File: src/rtl/ipi_pkg.sv
`timescale 1ns/1ps
package ipi_pkg;
  localparam logic [15:0] OFF_EVENT = 16'h2004;
  localparam logic [15:0] OFF_SEND  = 16'h2008;
  localparam logic [15:0] OFF_ACK   = 16'h200C;
  localparam logic [15:0] OFF_MSET  = 16'h2024;
  localparam logic [15:0] OFF_MCLR  = 16'h2028;

  localparam logic [15:0] EVT_KIND_IPI = 16'd4;
  localparam logic [15:0] EVT_OTHER    = 16'd1;
  localparam logic [15:0] EVT_SELF     = 16'd2;

  localparam int OTHER_BIT = 0;
  localparam int SELF_BIT  = 31;

  typedef struct packed {
    logic send;
    logic ack;
    logic maskSet;
    logic maskClr;
    logic evtRead;
  } ipiStrobes_t;
endpackage

File: src/rtl/ipi_ctrl.sv
`timescale 1ns/1ps
module ipi_ctrl
  import ipi_pkg::*;
#(
  parameter int NUM_CPUS = 4,
  parameter int CPU_W    = 3
) (
  input  logic [CPU_W-1:0] busCpu,
  input  logic             busWrEn,
  input  logic             busRdEn,
  input  logic [15:0]      busAddr,
  output ipiStrobes_t      stb
);
  localparam logic [CPU_W-1:0] LAST_CPU = CPU_W'(NUM_CPUS - 1);

  logic cpuValid;
  assign cpuValid = (busCpu <= LAST_CPU);

  always_comb begin
    stb         = '0;
    stb.send    = cpuValid && busWrEn && (busAddr == OFF_SEND);
    stb.ack     = cpuValid && busWrEn && (busAddr == OFF_ACK);
    stb.maskSet = cpuValid && busWrEn && (busAddr == OFF_MSET);
    stb.maskClr = cpuValid && busWrEn && (busAddr == OFF_MCLR);
    stb.evtRead = cpuValid && busRdEn && (busAddr == OFF_EVENT);
  end
endmodule

File: src/rtl/ipi_datapath.sv
`timescale 1ns/1ps
module ipi_datapath
  import ipi_pkg::*;
#(
  parameter int NUM_CPUS = 4,
  parameter int CPU_W    = 3
) (
  input  logic                clk,
  input  logic                rst_n,
  input  ipiStrobes_t         stb,
  input  logic [CPU_W-1:0]    busCpu,
  input  logic [31:0]         busWrData,
  output logic [31:0]         rdData,
  output logic [NUM_CPUS-1:0] irq,
  output logic [NUM_CPUS-1:0] pendOther,
  output logic [NUM_CPUS-1:0] pendSelf,
  output logic [NUM_CPUS-1:0] maskOther,
  output logic [NUM_CPUS-1:0] maskSelf
);
  logic [NUM_CPUS-1:0] visOther;
  logic [NUM_CPUS-1:0] visSelf;

  assign visOther = pendOther & ~maskOther;
  assign visSelf  = pendSelf & ~maskSelf;
  assign irq      = visOther | visSelf;

  for (genvar i = 0; i < NUM_CPUS; i++) begin : g_cpu
    logic hit;
    logic pO, pS, mO, mS;
    logic repOther, repSelf;

    assign hit      = (busCpu == CPU_W'(i));
    assign repOther = stb.evtRead && hit && visOther[i];
    assign repSelf  = stb.evtRead && hit && !visOther[i] && visSelf[i];

    always_ff @(posedge clk or negedge rst_n) begin
      if (!rst_n) begin
        pO <= 1'b0;
        pS <= 1'b0;
        mO <= 1'b1;
        mS <= 1'b1;
      end else begin
        if (stb.send && busWrData[i])
          pO <= 1'b1;
        else if (stb.ack && hit && busWrData[OTHER_BIT])
          pO <= 1'b0;

        if (stb.send && hit && busWrData[SELF_BIT])
          pS <= 1'b1;
        else if (stb.ack && hit && busWrData[SELF_BIT])
          pS <= 1'b0;

        if ((stb.maskSet && hit && busWrData[OTHER_BIT]) || repOther)
          mO <= 1'b1;
        else if (stb.maskClr && hit && busWrData[OTHER_BIT])
          mO <= 1'b0;

        if ((stb.maskSet && hit && busWrData[SELF_BIT]) || repSelf)
          mS <= 1'b1;
        else if (stb.maskClr && hit && busWrData[SELF_BIT])
          mS <= 1'b0;
      end
    end

    assign pendOther[i] = pO;
    assign pendSelf[i]  = pS;
    assign maskOther[i] = mO;
    assign maskSelf[i]  = mS;
  end

  logic selOther, selSelf;
  always_comb begin
    selOther = 1'b0;
    selSelf  = 1'b0;
    for (int i = 0; i < NUM_CPUS; i++) begin
      if (busCpu == CPU_W'(i)) begin
        selOther = visOther[i];
        selSelf  = visSelf[i];
      end
    end
  end

  always_comb begin
    rdData = '0;
    if (stb.evtRead) begin
      if (selOther)
        rdData = {EVT_KIND_IPI, EVT_OTHER};
      else if (selSelf)
        rdData = {EVT_KIND_IPI, EVT_SELF};
    end
  end
endmodule

File: src/rtl/ipi_unit.sv
`timescale 1ns/1ps
module ipi_unit
  import ipi_pkg::*;
#(
  parameter int NUM_CPUS = 4,
  parameter int CPU_W    = $clog2(NUM_CPUS + 1)
) (
  input  logic                clk,
  input  logic                rst_n,
  input  logic [CPU_W-1:0]    busCpu,
  input  logic                busWrEn,
  input  logic                busRdEn,
  input  logic [15:0]         busAddr,
  input  logic [31:0]         busWrData,
  output logic [31:0]         busRdData,
  output logic [NUM_CPUS-1:0] ipiIrq
);
  ipiStrobes_t         stb;
  logic [NUM_CPUS-1:0] pendOther, pendSelf, maskOther, maskSelf;

  ipi_ctrl #(.NUM_CPUS(NUM_CPUS), .CPU_W(CPU_W)) u_ctrl (
    .busCpu (busCpu),
    .busWrEn(busWrEn),
    .busRdEn(busRdEn),
    .busAddr(busAddr),
    .stb    (stb)
  );

  ipi_datapath #(.NUM_CPUS(NUM_CPUS), .CPU_W(CPU_W)) u_dp (
    .clk      (clk),
    .rst_n    (rst_n),
    .stb      (stb),
    .busCpu   (busCpu),
    .busWrData(busWrData),
    .rdData   (busRdData),
    .irq      (ipiIrq),
    .pendOther(pendOther),
    .pendSelf (pendSelf),
    .maskOther(maskOther),
    .maskSelf (maskSelf)
  );
endmodule

File: config.mk
export PLATFORM = sky130hd
export DESIGN_NAME = ipi_unit
export DESIGN_NICKNAME = d
export VERILOG_FILES = /design/src/rtl/ipi_pkg.sv /design/src/rtl/ipi_ctrl.sv /design/src/rtl/ipi_datapath.sv /design/src/rtl/ipi_unit.sv
export SDC_FILE = /design/constraint.sdc
export NUM_CORES = 1
export LEC_CHECK = 0
export ABC_AREA = 0
export ABC_CLOCK_PERIOD_IN_PS = 1900
export CORE_ASPECT_RATIO = 0.7
export CORE_MARGIN = 2
export CORE_UTILIZATION = 32
export CTS_CLUSTER_DIAMETER = 100
export CTS_CLUSTER_SIZE = 14
export DETAILED_ROUTE_END_ITERATION = 8
export PLACE_DENSITY_LB_ADDON = 0.3
export SETUP_SLACK_MARGIN = 0.1
export SYNTH_ARGS = -nofsm -noshare
export SYNTH_HDL_FRONTEND = slang
export SYNTH_SLANG_ARGS = --single-unit
File: constraint.sdc
create_clock -name clk -period 1.9 [get_ports clk]
set_input_delay 0.38 -clock clk [delete_from_list [all_inputs] [get_ports clk]]
set_output_delay 0.38 -clock clk [all_outputs]
set_load 0.02 [all_outputs]
==> results.toml <==
[outcome]
status = "finished, violations left"
violations = "setup timing"

[power_and_ir_drop]
power.leakage_nw = 0.957
fin_total_pwr_mw = 0.765
powerDensity_nw_per_um2 = 358
vdd_ir_drop_max_mv = 0.371

[die]
area_of_the_die_um2 = 4690
num_io_pins = 91
core_region_area_um2 = 3950
die_width_um = 81.0
initial_utilization_pct = 33.6
fp.dieH_um = 57.9
std_cell_rows = 19

[logic_synthesis]
synth.top_cell.area_share_pct = 16.4
mapped_cell_area_um2 = 1330
synth_flop_cell = "dfstp_2"
syn-mean-instance-area_um2 = 7.90
cell_with_the_most_instances_after_synthesis = "buf_4"
netlist_top_cells_count = "buf_4, o21ai_0, nand2_1"
yosys_warning_total = 0
synthCells = 168
synth_sequential_area_ratio_pct = 30.9
synth-edff-count = 0
synth_largest_area_cell = "buf_4"
synth_area_leaders = "buf_4, dfstp_2, dfrtp_1"
async_flop_share_pct = 100
ys_seq_elements = 16
count_of_different_cell_masters_after_synthesis = 35

[job]
drv_cap = 0

[routing]
drt_iter0_markers = 92
routed_wl_um = 3740
dr_total_vias = 1359
drcViolationCount = 0
post_drt_wl_per_cell_um = 12.6
firstDrtPassIters = 4
detail-route-antenna-nets = 0
via_per_instance_ratio = 4.58

[sta]
period_share_pct = 107
finalClockSkew_ns = 0.00784
hold_viol = 0
setup-violations-final = 16
rsz0062_at_grt = "true"
setup-tns-final_ns = -1.01
timing.hold.ws_ns = 0.444
timing_max_transition_violations_final = 0
fmax_mhz = 491
fin_ws_ns = -0.136
timing.final.crit_period_ns = 2.04

[finish]
diode_count = 0
layout-drive-gt1-share_pct = 46.5
finalNetCount = 302
area_delta_synth_final_pct = 61.1
fin_util_pct = 54.2

[clock_network]
clkSlewWorstSetupHoldPaths_ns = 0.06
clock_tree.root_cell = "clkbuf_8"
tritoncts = "done"
maximum_buffer_depth_of_the_clock_tree = 2
hold_buffers = 0
cts-buffers-inserted = 3
cts_max_level = 1
clock_latency_ns = 0.25
clock-sinks = 16

[placed_design]
dpl.hpwl_um = 2890
placement.io_buffers = 34
pre_cts_slack_ns = -1.11
gp_congestion = 0.813

[grt]
global_route.usage.total_pct = 16.2
first_global_vias = 1188
grt_pass1_wl_um = 5800
globalRoute.totalOverflow = 0
pin_count_of_the_biggest_net_entering_global_routing = 17
antenna_found_initial = 0

[critical_path]
timing.critical_path.to_type = "output pin"
setup.worst_path.start_class = "primary input"
critPathArrivalTime_ns = 1.66
worstPathRequired_ns = 1.52
critical_path_class = "primary input to output pin"
critical_path_peak_fanout = 3

[worst_hold_path]
holdCritPathClass = "primary input to asynchronous set/reset pin"
[per-layer routing]
layer	vias up	wire length, um	global-route usage, %
met5	-	0	0
met4	0	20	2.18
met1	620	1790	25.6
li1	694	-	-
met2	41	1690	23.0
met3	4	239	3.43
[sequential cells by signal, summed over array words and instances, names as in the netlist]
| register | count |
|---|---|
| u_dp.g_cpu.pO | 4 |
| u_dp.g_cpu.pS | 4 |
| u_dp.g_cpu.mO | 4 |
| u_dp.g_cpu.mS | 4 |
[worst paths after layout]
path                                         startpoint                           end  slack, ns  cells past startpoint
max in group asynchronous                         rst_n  u_dp.g_cpu[3].mO$_DFFE_PN1P_       1.20                      2
min reg2reg                u_dp.g_cpu[3].mS$_DFFE_PN1P_  u_dp.g_cpu[3].mS$_DFFE_PN1P_       0.48                      2
max reg2reg                u_dp.g_cpu[1].mO$_DFFE_PN1P_  u_dp.g_cpu[1].mS$_DFFE_PN1P_       0.82                      4
min                                               rst_n  u_dp.g_cpu[1].pS$_DFFE_PN0P_       0.44                      2
min in group clk           u_dp.g_cpu[3].mS$_DFFE_PN1P_  u_dp.g_cpu[3].mS$_DFFE_PN1P_       0.48                      2
max                                          busAddr[6]                  busRdData[1]      -0.14                      6
[report_power, final]
group          internal, mW  switching [mW]  total [mW]
clock network         0.141           0.111       0.251
logic                0.0690           0.103       0.172
registers             0.342       0.0000200       0.342
[worst max-delay path, cell delays in order]
cell and delay [ns]:
buf_6 0.09, or4_4 0.56, nor3b_4 0.24, nand2_2 0.13, nor3_4 0.13, buf_6 0.13
[cells by family after synthesis]
logic type             Yosys count  synth area share, %
multiplexers                     2                 1.51
buffers and inverters           45                 21.0
AND/OR/NAND/NOR                 54                 23.9
AO/OA/AOI/OAI                   50                 22.3
flip-flops                      16                 30.9
other                            1                0.282
[per-stage QoR]
step | cells | area (um^2)
final | 297 | 2140
after CTS | 296 | 2040
after global routing | 297 | 2140
after global placement | 288 | 1940
after floorplan | 196 | 1490
after detailed placement | 288 | 1940
[what timing repair did]
action                                  in CTS  in global routing
resized for setup                           90                 33
pin swaps                                   15                  9
endpoints found under the setup margin      23                 23
buffers inserted                             4                  1
gates cloned                                 1                  0
[layout make-up]
cell class,count,area (um^2)
clock buffer,3,41.3
fill,403,1810
inverter,12,45.0
multi-input combinational,135,912
sequential,16,410
tap,52,65.1
timing repair buffer,79,664
[cells in the final DEF, fill, tap and decap left out, types with 2 or more instances in the layout]
master            n
a21oi_1           4
a221oi_2          2
a31oi_1           2
a41oi_1           2
and3b_1           4
buf_2             8
buf_4            40
buf_6            10
clkbuf_2          4
clkbuf_8          3
clkdlybuf4s50_1   8
conb_1           29
dfrtp_1           8
dfstp_2           8
dlygate4sd2_1     4
inv_1            12
mux2i_1           2
nand2_1          21
nand2b_4          3
nor2_1            4
nor2b_1           2
nor3_1            2
nor3_4            2
nor3b_1           2
o21ai_0           5
o21ai_1          10
o21ai_2          13
o31ai_1           2
o31ai_2           6
or4_4             3
or4b_4            2
(Power assumes the default switching activity.)
